==> config.mk <==
export PLATFORM = sky130hd
export DESIGN_NAME = audio_dma_irq_ctrl
export DESIGN_NICKNAME = d
export VERILOG_FILES = /design/src/rtl/adic_pkg.sv /design/src/rtl/adic_addr_gen.sv /design/src/rtl/adic_fifo_req.sv /design/src/rtl/adic_ctrl_reg.sv /design/src/rtl/audio_dma_irq_ctrl.sv
export SDC_FILE = /design/constraint.sdc
export NUM_CORES = 1
export LEC_CHECK = 0
export CORE_MARGIN = 3
export CORE_UTILIZATION = 40
export DETAILED_ROUTE_END_ITERATION = 8
export MAX_ROUTING_LAYER = met4
export SYNTH_ARGS = -nofsm -noshare
export SYNTH_HDL_FRONTEND = slang
export SYNTH_HIERARCHICAL = 1
export SYNTH_SLANG_ARGS = --single-unit
==> constraint.sdc <==
create_clock -name clk -period 5.27 [get_ports clk]
set_clock_uncertainty 0.1 [all_clocks]
set_input_delay 0.7905 -clock clk [delete_from_list [all_inputs] [get_ports clk]]
set_output_delay 0.7905 -clock clk [all_outputs]
set_load 0.1 [all_outputs]
==> src/rtl/adic_pkg.sv <==
package adic_pkg;

  localparam logic [2:0] SEL_CTRL = 3'd0;
  localparam logic [2:0] SEL_PCUR = 3'd5;
  localparam logic [2:0] SEL_RCUR = 3'd6;

  localparam int BIT_EN   = 0;
  localparam int BIT_THR4 = 1;
  localparam int BIT_LINK = 2;
  localparam int BIT_PFLG = 8;
  localparam int BIT_RFLG = 9;

  // Midpoint of an inclusive word buffer, on a word boundary.
  function automatic logic [31:0] mid_addr(input logic [31:0] b, input logic [31:0] e);
    logic [31:0] half;
    if (e == b) return b;
    half = ((e - b) - 32'd1) >> 1;
    return b + (half & ~32'd3);
  endfunction

endpackage

==> src/rtl/adic_addr_gen.sv <==
module adic_addr_gen #(
  parameter int AW = 16
) (
  input  logic          clk,
  input  logic          rst_n,
  input  logic          en,
  input  logic          we_base,
  input  logic          we_end,
  input  logic [AW-1:0] wdata,
  input  logic          xfer,
  output logic [AW-1:0] base_o,
  output logic [AW-1:0] end_o,
  output logic [AW-1:0] cur_o,
  output logic          hit_o
);
  localparam logic [AW-1:0] STEP  = AW'(4);
  localparam logic [AW-1:0] ALIGN = ~AW'(3);

  logic [AW-1:0] base_q, end_q, cur_q, mid;
  logic [AW-1:0] wdata_al;

  assign wdata_al = wdata & ALIGN;
  assign mid      = AW'(adic_pkg::mid_addr(32'(base_q), 32'(end_q)));

  always_ff @(posedge clk or negedge rst_n) begin
    if (!rst_n) begin
      base_q <= '0;
      end_q  <= '0;
      cur_q  <= '0;
    end else begin
      if (we_base) base_q <= wdata_al;
      if (we_end)  end_q  <= wdata_al;
      if (!en && we_base)    cur_q <= wdata_al;
      else if (!en && we_end) cur_q <= base_q;
      else if (xfer)          cur_q <= (cur_q == end_q) ? base_q : cur_q + STEP;
    end
  end

  assign hit_o  = xfer && ((cur_q == mid) || (cur_q == end_q));
  assign base_o = base_q;
  assign end_o  = end_q;
  assign cur_o  = cur_q;
endmodule

==> src/rtl/adic_fifo_req.sv <==
module adic_fifo_req #(
  parameter int LVL_W  = 5,
  parameter int THR_HI = 8,
  parameter int THR_LO = 4,
  parameter bit IS_REC = 1'b0
) (
  input  logic             en,
  input  logic             thr4,
  input  logic [LVL_W-1:0] lvl,
  output logic             req
);
  localparam logic [LVL_W-1:0] T_HI = LVL_W'(THR_HI);
  localparam logic [LVL_W-1:0] T_LO = LVL_W'(THR_LO);

  logic [LVL_W-1:0] thr;
  assign thr = thr4 ? T_LO : T_HI;

  generate
    if (IS_REC) begin : g_fill
      assign req = en && (lvl >= thr);
    end else begin : g_drain
      assign req = en && (lvl <= thr);
    end
  endgenerate
endmodule

==> src/rtl/adic_ctrl_reg.sv <==
module adic_ctrl_reg (
  input  logic        clk,
  input  logic        rst_n,
  input  logic        we,
  input  logic [31:0] wdata,
  input  logic [1:0]  hit,
  output logic        en,
  output logic        thr4,
  output logic        link,
  output logic [1:0]  flag
);
  import adic_pkg::*;

  logic [1:0] clr;
  assign clr = {2{we}} & {wdata[BIT_RFLG], wdata[BIT_PFLG]};

  always_ff @(posedge clk or negedge rst_n) begin
    if (!rst_n) begin
      en   <= 1'b0;
      thr4 <= 1'b0;
      link <= 1'b0;
      flag <= 2'b00;
    end else begin
      if (we) begin
        en   <= wdata[BIT_EN];
        thr4 <= wdata[BIT_THR4];
        link <= wdata[BIT_LINK];
      end
      flag <= hit | (flag & ~clr);
    end
  end
endmodule

==> src/rtl/audio_dma_irq_ctrl.sv <==
module audio_dma_irq_ctrl #(
  parameter int AW     = 16,
  parameter int LVL_W  = 5,
  parameter int THR_HI = 8,
  parameter int THR_LO = 4
) (
  input  logic             clk,
  input  logic             rst_n,
  input  logic             reg_we,
  input  logic [2:0]       reg_sel,
  input  logic [31:0]      reg_wdata,
  output logic [31:0]      reg_rdata,
  input  logic [LVL_W-1:0] play_lvl,
  input  logic [LVL_W-1:0] rec_lvl,
  output logic             play_req,
  input  logic             play_ack,
  output logic [AW-1:0]    play_addr,
  output logic             rec_req,
  input  logic             rec_ack,
  output logic [AW-1:0]    rec_addr,
  output logic             play_irq_n,
  output logic             rec_irq_n,
  output logic             link_sel
);
  import adic_pkg::*;

  localparam int NPATH = 2;

  logic             en, thr4, link;
  logic [1:0]       flag;
  logic [NPATH-1:0] req, ack, xfer, hit;
  logic [LVL_W-1:0] lvl       [NPATH];
  logic [AW-1:0]    path_base [NPATH];
  logic [AW-1:0]    path_end  [NPATH];
  logic [AW-1:0]    path_cur  [NPATH];
  logic             ctrl_we;
  logic             unused_wdata;

  assign ctrl_we      = reg_we && (reg_sel == SEL_CTRL);
  assign unused_wdata = ^{reg_wdata[31:10], reg_wdata[7:3]};
  assign ack          = {rec_ack, play_ack};
  assign lvl[0]       = play_lvl;
  assign lvl[1]       = rec_lvl;

  generate
    for (genvar p = 0; p < NPATH; p++) begin : g_path
      localparam logic [2:0] SEL_B = 3'(1 + 2 * p);
      localparam logic [2:0] SEL_E = 3'(2 + 2 * p);

      adic_fifo_req #(
        .LVL_W (LVL_W), .THR_HI(THR_HI), .THR_LO(THR_LO), .IS_REC(p == 1)
      ) u_req (
        .en(en), .thr4(thr4), .lvl(lvl[p]), .req(req[p])
      );

      assign xfer[p] = req[p] && ack[p];

      adic_addr_gen #(.AW(AW)) u_gen (
        .clk     (clk),
        .rst_n   (rst_n),
        .en      (en),
        .we_base (reg_we && (reg_sel == SEL_B)),
        .we_end  (reg_we && (reg_sel == SEL_E)),
        .wdata   (reg_wdata[AW-1:0]),
        .xfer    (xfer[p]),
        .base_o  (path_base[p]),
        .end_o   (path_end[p]),
        .cur_o   (path_cur[p]),
        .hit_o   (hit[p])
      );
    end
  endgenerate

  adic_ctrl_reg u_ctrl (
    .clk   (clk),
    .rst_n (rst_n),
    .we    (ctrl_we),
    .wdata (reg_wdata),
    .hit   (hit),
    .en    (en),
    .thr4  (thr4),
    .link  (link),
    .flag  (flag)
  );

  always_comb begin
    reg_rdata = '0;
    case (reg_sel)
      SEL_CTRL: begin
        reg_rdata[BIT_EN]   = en;
        reg_rdata[BIT_THR4] = thr4;
        reg_rdata[BIT_LINK] = link;
        reg_rdata[BIT_PFLG] = flag[0];
        reg_rdata[BIT_RFLG] = flag[1];
      end
      3'd1:     reg_rdata[AW-1:0] = path_base[0];
      3'd2:     reg_rdata[AW-1:0] = path_end[0];
      3'd3:     reg_rdata[AW-1:0] = path_base[1];
      3'd4:     reg_rdata[AW-1:0] = path_end[1];
      SEL_PCUR: reg_rdata[AW-1:0] = path_cur[0];
      SEL_RCUR: reg_rdata[AW-1:0] = path_cur[1];
      default:  reg_rdata = '0;
    endcase
  end

  assign play_req   = req[0];
  assign rec_req    = req[1];
  assign play_addr  = path_cur[0];
  assign rec_addr   = path_cur[1];
  assign play_irq_n = ~flag[0];
  assign rec_irq_n  = ~flag[1];
  assign link_sel   = link;
endmodule

# Word level (Yosys, flattened, before mapping)
# Cells that the tools add are included.
[word_totals]
register_bits = 93
inputBits = 50
[classes]
add_sub_neg = 8
magnitude_cmp = 2
n_eq_ne = 12
mux = 19
bitwise = 6
n_reduce_logical = 21
[op_table]
columns = ["op", "count"]
rows = [
  ["$mux W16", 12],
  ["$eq A16 B16 Y1", 4],
  ["$pmux W6 S6", 1],
  ["$sub A16 B16 Y17", 2],
  ["$sub A17 B1 Y17 const B", 2],
  ["$add A16 B16 Y16", 2],
  ["$add A16 B3 Y16 const B", 2],
  ["$pmux W5 S6", 1],
  ["$eq A14 B14 Y1", 2],
  ["$pmux W3 S7", 1],
  ["$logic_and A1 B1 Y1", 15],
  ["$pmux W2 S7", 1],
  ["$eq A3 B3 Y1 const B", 3],
  ["$eq A3 B2 Y1 const B", 2],
  ["$reduce_bool A3 Y1", 2],
  ["$ge A5 B5 Y1", 1],
  ["$le A5 B5 Y1", 1],
  ["$and A2 B2 Y2", 2],
  ["$mux W4", 1],
  ["$eq A3 B1 Y1 const B", 1],
  ["$logic_not A3 Y1", 1],
  ["$logic_or A1 B1 Y1", 2],
  ["$mux W1", 2],
  ["$not A1 Y1", 2],
  ["3 further kinds", 3],
]

# Longest topological paths before layout
[logic_depth]
depth_word = 8
ltp_mapped = 21
mapped_depth_nobuf = 21

# Modules after synthesis
# The synthesis kept the hierarchy.
[modules_own_cells]
columns = ["module", "instances", "cells_per_inst", "area_per_inst_um2", "seq_area_each_um2"]
rows = [
  ["adic_addr_gen (g_path[0].u_gen)", 1, 462, 3900.0, 1051.0],
  ["adic_addr_gen (g_path[1].u_gen)", 1, 456, 3823.7, 1051.0],
  ["audio_dma_irq_ctrl", 1, 144, 1149.9, 0.0],
  ["adic_ctrl_reg", 1, 12, 181.4, 125.1],
  ["adic_fifo_req (g_path[0].u_req)", 1, 7, 58.8, 0.0],
  ["adic_fifo_req (g_path[1].u_req)", 1, 6, 56.3, 0.0],
]

# Least setup slack after synthesis
# OpenSTA, ideal clock, no wires.
[synth_timing]
path_kind = "reg2reg"
from = "reg g_path[0].u_gen.base_q[2]"
to = "reg u_ctrl.flag[0]"
arrival_ns = 4.427
setup_slack_ns = 0.679
stages_incl_launch_ff = 19
n_path_buf = 0
synth_period_minus_slack_ns = 4.591
path_cell_list = "dfrtp_1 inv_1 ha_1 fa_1 a211oi_1 o21ai_0 a211oi_1 o21bai_1 a21oi_1 xnor2_1 ha_1 and2_1 a32oi_1 mux2_2 nor4b_1 o211ai_1 a2111o_1 o41ai_2 a21o_1"
[synth_between]
elab_chain_len = 8
[synth_rtl]
columns = ["item", "line", "rtl"]
rows = [
  ["start, declared", "adic_addr_gen.sv:19", "logic [AW-1:0] base_q, end_q, cur_q, mid;"],
  ["start signal, assigned", "adic_addr_gen.sv:31", "if (we_base) base_q <= wdata_al;"],
  ["$sub A16 B16 Y17", "adic_pkg.sv:17", "half = ((e - b) - 32'd1) >> 1;"],
  ["$sub A17 B1 Y17", "adic_pkg.sv:17", ""],
  ["$add A16 B16 Y16", "adic_pkg.sv:18", "return b + (half & ~32'd3);"],
  ["$mux W16 (*)", "adic_pkg.sv:17", ""],
  ["$eq A16 B16 Y1 (*)", "adic_addr_gen.sv:39", "assign hit_o = xfer && ((cur_q == mid) || (cur_q == end_q));"],
  ["$logic_or A1 B1 Y1 (*)", "adic_addr_gen.sv:39", ""],
  ["$logic_and A1 B1 Y1 (*)", "adic_addr_gen.sv:39", ""],
  ["named net hit[0]", "audio_dma_irq_ctrl.sv:31", "logic [NPATH-1:0] req, ack, xfer, hit;"],
  ["$or A2 B2 Y2 (*)", "adic_ctrl_reg.sv:29", "flag <= hit | (flag & ~clr);"],
  ["end signal, assigned", "adic_ctrl_reg.sv:29", ""],
  ["end, declared", "adic_ctrl_reg.sv:10", "output logic [1:0] flag"],
]
# The timed path passes the listed nets; every way through them passes the cells marked *. The select of a mux whose other input is x is not followed.
# A chain may end at the register's enable or synchronous reset.

# Worst setup path in the final report
[layout_timing]
from = "reg g_path[1].u_gen.end_q[2]"
to = "reg u_ctrl.flag[1]"
[layout_between]
elab_chain_len = 8
[layout_rtl]
columns = ["item", "line", "rtl"]
rows = [
  ["start, declared", "adic_addr_gen.sv:19", ""],
  ["start signal, assigned", "adic_addr_gen.sv:32", "if (we_end) end_q <= wdata_al;"],
  ["$sub A16 B16 Y17", "adic_pkg.sv:17", ""],
  ["$sub A17 B1 Y17", "adic_pkg.sv:17", ""],
  ["$add A16 B16 Y16", "adic_pkg.sv:18", ""],
  ["$mux W16", "adic_pkg.sv:17", ""],
  ["$eq A16 B16 Y1", "adic_addr_gen.sv:39", ""],
  ["$logic_or A1 B1 Y1 (*)", "adic_addr_gen.sv:39", ""],
  ["$logic_and A1 B1 Y1 (*)", "adic_addr_gen.sv:39", ""],
  ["named net hit[1]", "audio_dma_irq_ctrl.sv:31", ""],
  ["$or A2 B2 Y2 (*)", "adic_ctrl_reg.sv:29", ""],
]
# The timed path passes the listed nets; every way through them passes the cells marked *.

==> impl_metrics.json <==
{
  "drc": 0,
  "clk_latency_ns": 0.35,
  "status": "completed",
  "ys_ff_latch": 89,
  "yosysTopAreaCellShare_pct": 24.3,
  "post-cts-setup-buffers": 0,
  "relSlewSlack_pct": 24.2,
  "yosysSeqAreaShare_pct": 24.3,
  "htreeDepth": 3,
  "grtUsageTotal_pct": 23.7,
  "dr_total_vias": 8319,
  "hold_path_class": "in2async",
  "critPathCaptureType": "flip-flop",
  "worst_pin_slew_ns": 1.13,
  "crit_type": "reg2reg",
  "holdWs_ns": 0.414,
  "cellLeakagePower_nw": 4.49,
  "crit_arrival_ns": 5.08,
  "cts_root_buffer": "clkbuf_16",
  "finalSetupViolCount": 0,
  "worst-r2r-cell-count": 20,
  "finalPower_mw": 7.23,
  "grt_max_degree": 59,
  "finalHoldViolations": 0,
  "ant_nets": 0,
  "n_antenna_cell": 0,
  "viasPerCell": 5.85,
  "antenna_found_initial": 0,
  "final_cell_mix": "o21ai_0, dfrtp_1, nand2_1",
  "fin_nets": 1252,
  "post-route-period-util_pct": 92.9,
  "drt_pass1_iterations": 6,
  "cts_resized": 0,
  "grt_pass1_vias": 7708,
  "powerDensity_nw_per_um2": 690,
  "fin_tns_setup_ns": 0,
  "cp_slowest_cell": "dfrtp_1",
  "synth_warnings": 6,
  "dieWidth_um": 157,
  "rows": 54,
  "r2r_end": "u_ctrl/flag[1]$_DFF_PN0_",
  "area.growth.synth_to_final_pct": 14.3,
  "grt_pass1_wl_um": 44300,
  "synth_edf_count": 0,
  "synth_cell_types": 81,
  "fmaxAchievable_mhz": 204,
  "path_cells": "ha_1 > fa_1 > a211o_1 > o211ai_1 > a21oi_1 > o31a_1 > o21a_1 > nor2_1 > xnor2_1 > ha_1 > and3_1 > nand3_1 > a41oi_1 > nor2_1 > o21ai_0 > xnor2_1 > nor2_1 > xnor2_1 > o31ai_1 > a21o_1",
  "routed_wl_um": 28700,
  "postCtsHoldBufs": 0,
  "rsz0062_at_grt": "no",
  "cts_sinks": 89,
  "yosys.area.top_type": "dfrtp_1",
  "cts_buffers": 9,
  "syn-mean-instance-area_um2": 8.44,
  "dieArea_um2": 24800,
  "die_y_um": 157,
  "dpl.hpwl_um": 22500,
  "gp_congestion": 0.947,
  "drt-initial-drc-count": 693,
  "initial_utilization_pct": 41.4,
  "rr_startpoint": "g_path[1].u_gen/end_o[2]$_DFFE_PN0P_",
  "slew_viol_final": 0,
  "cts_buffer_depth": 2,
  "cp-start-kind": "flip-flop",
  "synth_ff_type": "dfrtp_1",
  "synth_area_um2": 9170,
  "fillerInstances": 2162,
  "postSynthCellCount": 1087,
  "fin_crit_ns": 4.89,
  "synth_area_leaders": "dfrtp_1, ha_1, xnor2_1",
  "cts_tree": "done",
  "wl_per_cell_um": 20.1,
  "final_cell_area_um2": 10500,
  "cp.required_ns": 5.46,
  "vdd_drop_max_mv": 0.352,
  "core_area_um2": 22200,
  "drive_gt1_share_pct": 12.5,
  "io_buffers": 82,
  "path_clk_slew_ns": 0.07,
  "fin_util_pct": 47.3,
  "maxCapViolCount": 0,
  "async_reset_ff_share_pct": 100,
  "grt_overflow": 0,
  "place_area_um2": 10100,
  "layout_commonest_cell": "o21ai_0",
  "cp_max_fo": 5,
  "regToRegSetupSlack_ns": 0.38,
  "slowest_delay_ns": 0.43,
  "io_pins": 119
}
-- kinds of logic (layout without fill, tap and decap cells) --
| kind of cell | after synthesis | count (layout) | share of synthesized area [%] |
|---|---|---|---|
| other | 3 | 28 | 0.123 |
| AND/OR/NAND/NOR | 288 | 288 | 16.2 |
| multiplexers | 71 | 71 | 8.84 |
| flip-flops | 89 | 89 | 24.3 |
| AO/OA/AOI/OAI | 310 | 310 | 22.0 |
| adder cells (fa/ha/maj) | 64 | 64 | 9.06 |
| XOR/XNOR | 119 | 119 | 11.4 |
| buffers and inverters | 143 | 174 | 8.13 |
-- per-layer routing --
| layer | global-route usage, % | vias up | part of all wire [%] |
|---|---|---|---|
| met5 | - | - | 0 |
| met4 | 4.42 | 0 | 1.2 |
| met3 | 3.77 | 23 | 7.3 |
| met2 | 34.1 | 336 | 43 |
| met1 | 35.2 | 3990 | 48 |
| li1 | - | 3970 | - |
-- sequential cells by signal (all words and copies together) (netlist names) --
signal	count
u_ctrl/flag	2
u_ctrl/thr4	1
u_ctrl/link	1
u_ctrl/en	1
g_path.u_gen/base_o	28
g_path.u_gen/end_o	28
g_path.u_gen/cur_o	28
-- through the flow --
| stage | setup WS, ns | instances |
|---|---|---|
| finish | 0.376 | 1423 |
| global route | 0.0280 | 1423 |
| CTS | 0.120 | 1423 |
| detailed placement | 0.178 | 1407 |
| global placement | 0.292 | 1407 |
| floorplan | 0.679 | 1112 |
-- report_power, final --
group | total [mW] | switching [mW] | internal (mW)
Clock | 0.661 | 0.280 | 0.381
Combinational | 5.18 | 3.16 | 2.02
Sequential | 1.39 | 0.519 | 0.875
Total | 7.23 | 3.96 | 3.28
-- cell usage after synthesis (4+ instances only) --
cell type and number:
ha_1 60, a211oi_1 11, o21a_1 11, inv_1 52
xor2_1 44, or2_2 5, a21oi_1 51, nor2_1 57
buf_4 36, a2bb2oi_1 5, clkbuf_1 36, mux2_2 46
mux2i_1 18, xnor2_1 75, buf_2 9, nand3_1 35
nor3_1 11, dfrtp_1 89, fa_1 4, nand4_2 4
buf_6 7, nand2_1 86, nand2b_1 8, a21o_1 18
a221oi_1 13, o21ai_0 105, nor2b_1 14, a22oi_1 30
nor4_1 7, o221ai_1 4, and3_1 13, and2_1 7
o21ai_1 5, nand4_1 12, or3_1 4, o21bai_1 10
o211ai_1 8, nor4bb_1 4
-- worst max-delay path by stage --
stage / start / to / slack [ns] / cells past startpoint
after floorplan: g_path[0].u_gen/base_o[2]$_DFFE_PN0P_ / u_ctrl/flag[0]$_DFF_PN0_ / 0.68 / 18
after global placement: g_path[0].u_gen/base_o[2]$_DFFE_PN0P_ / u_ctrl/flag[0]$_DFF_PN0_ / 0.29 / 18
after detailed placement: g_path[0].u_gen/base_o[2]$_DFFE_PN0P_ / u_ctrl/flag[0]$_DFF_PN0_ / 0.18 / 18
after CTS: g_path[0].u_gen/base_o[2]$_DFFE_PN0P_ / u_ctrl/flag[0]$_DFF_PN0_ / 0.12 / 18
after global routing: g_path[0].u_gen/base_o[2]$_DFFE_PN0P_ / u_ctrl/flag[0]$_DFF_PN0_ / 0.03 / 19
final: g_path[1].u_gen/end_o[2]$_DFFE_PN0P_ / u_ctrl/flag[1]$_DFF_PN0_ / 0.38 / 20
-- layout make-up --
class / instances / area (um^2) / share of cell area, %
inverters: 52 / 195 / 1.86
repair buffers: 106 / 1060 / 10.1
clock inverters: 6 / 67.6 / 0.645
multi-input cells: 880 / 6340 / 60.5
clock buffers: 10 / 239 / 2.28
flip-flops and latches: 89 / 2230 / 21.3
well taps: 280 / 350 / 3.34
-- critical path, delay by kind of cell (launching register included) --
| kind | cells | cell delay, ns |
|---|---|---|
| AOI/OAI and AO/OA | 9 | 2.12 |
| adders and majority gates | 3 | 1.03 |
| and+or+nand+nor | 5 | 0.71 |
| xor gates and xnor gates | 3 | 0.44 |
| DFF | 1 | 0.43 |
Power figures use the tool's default switching activity.
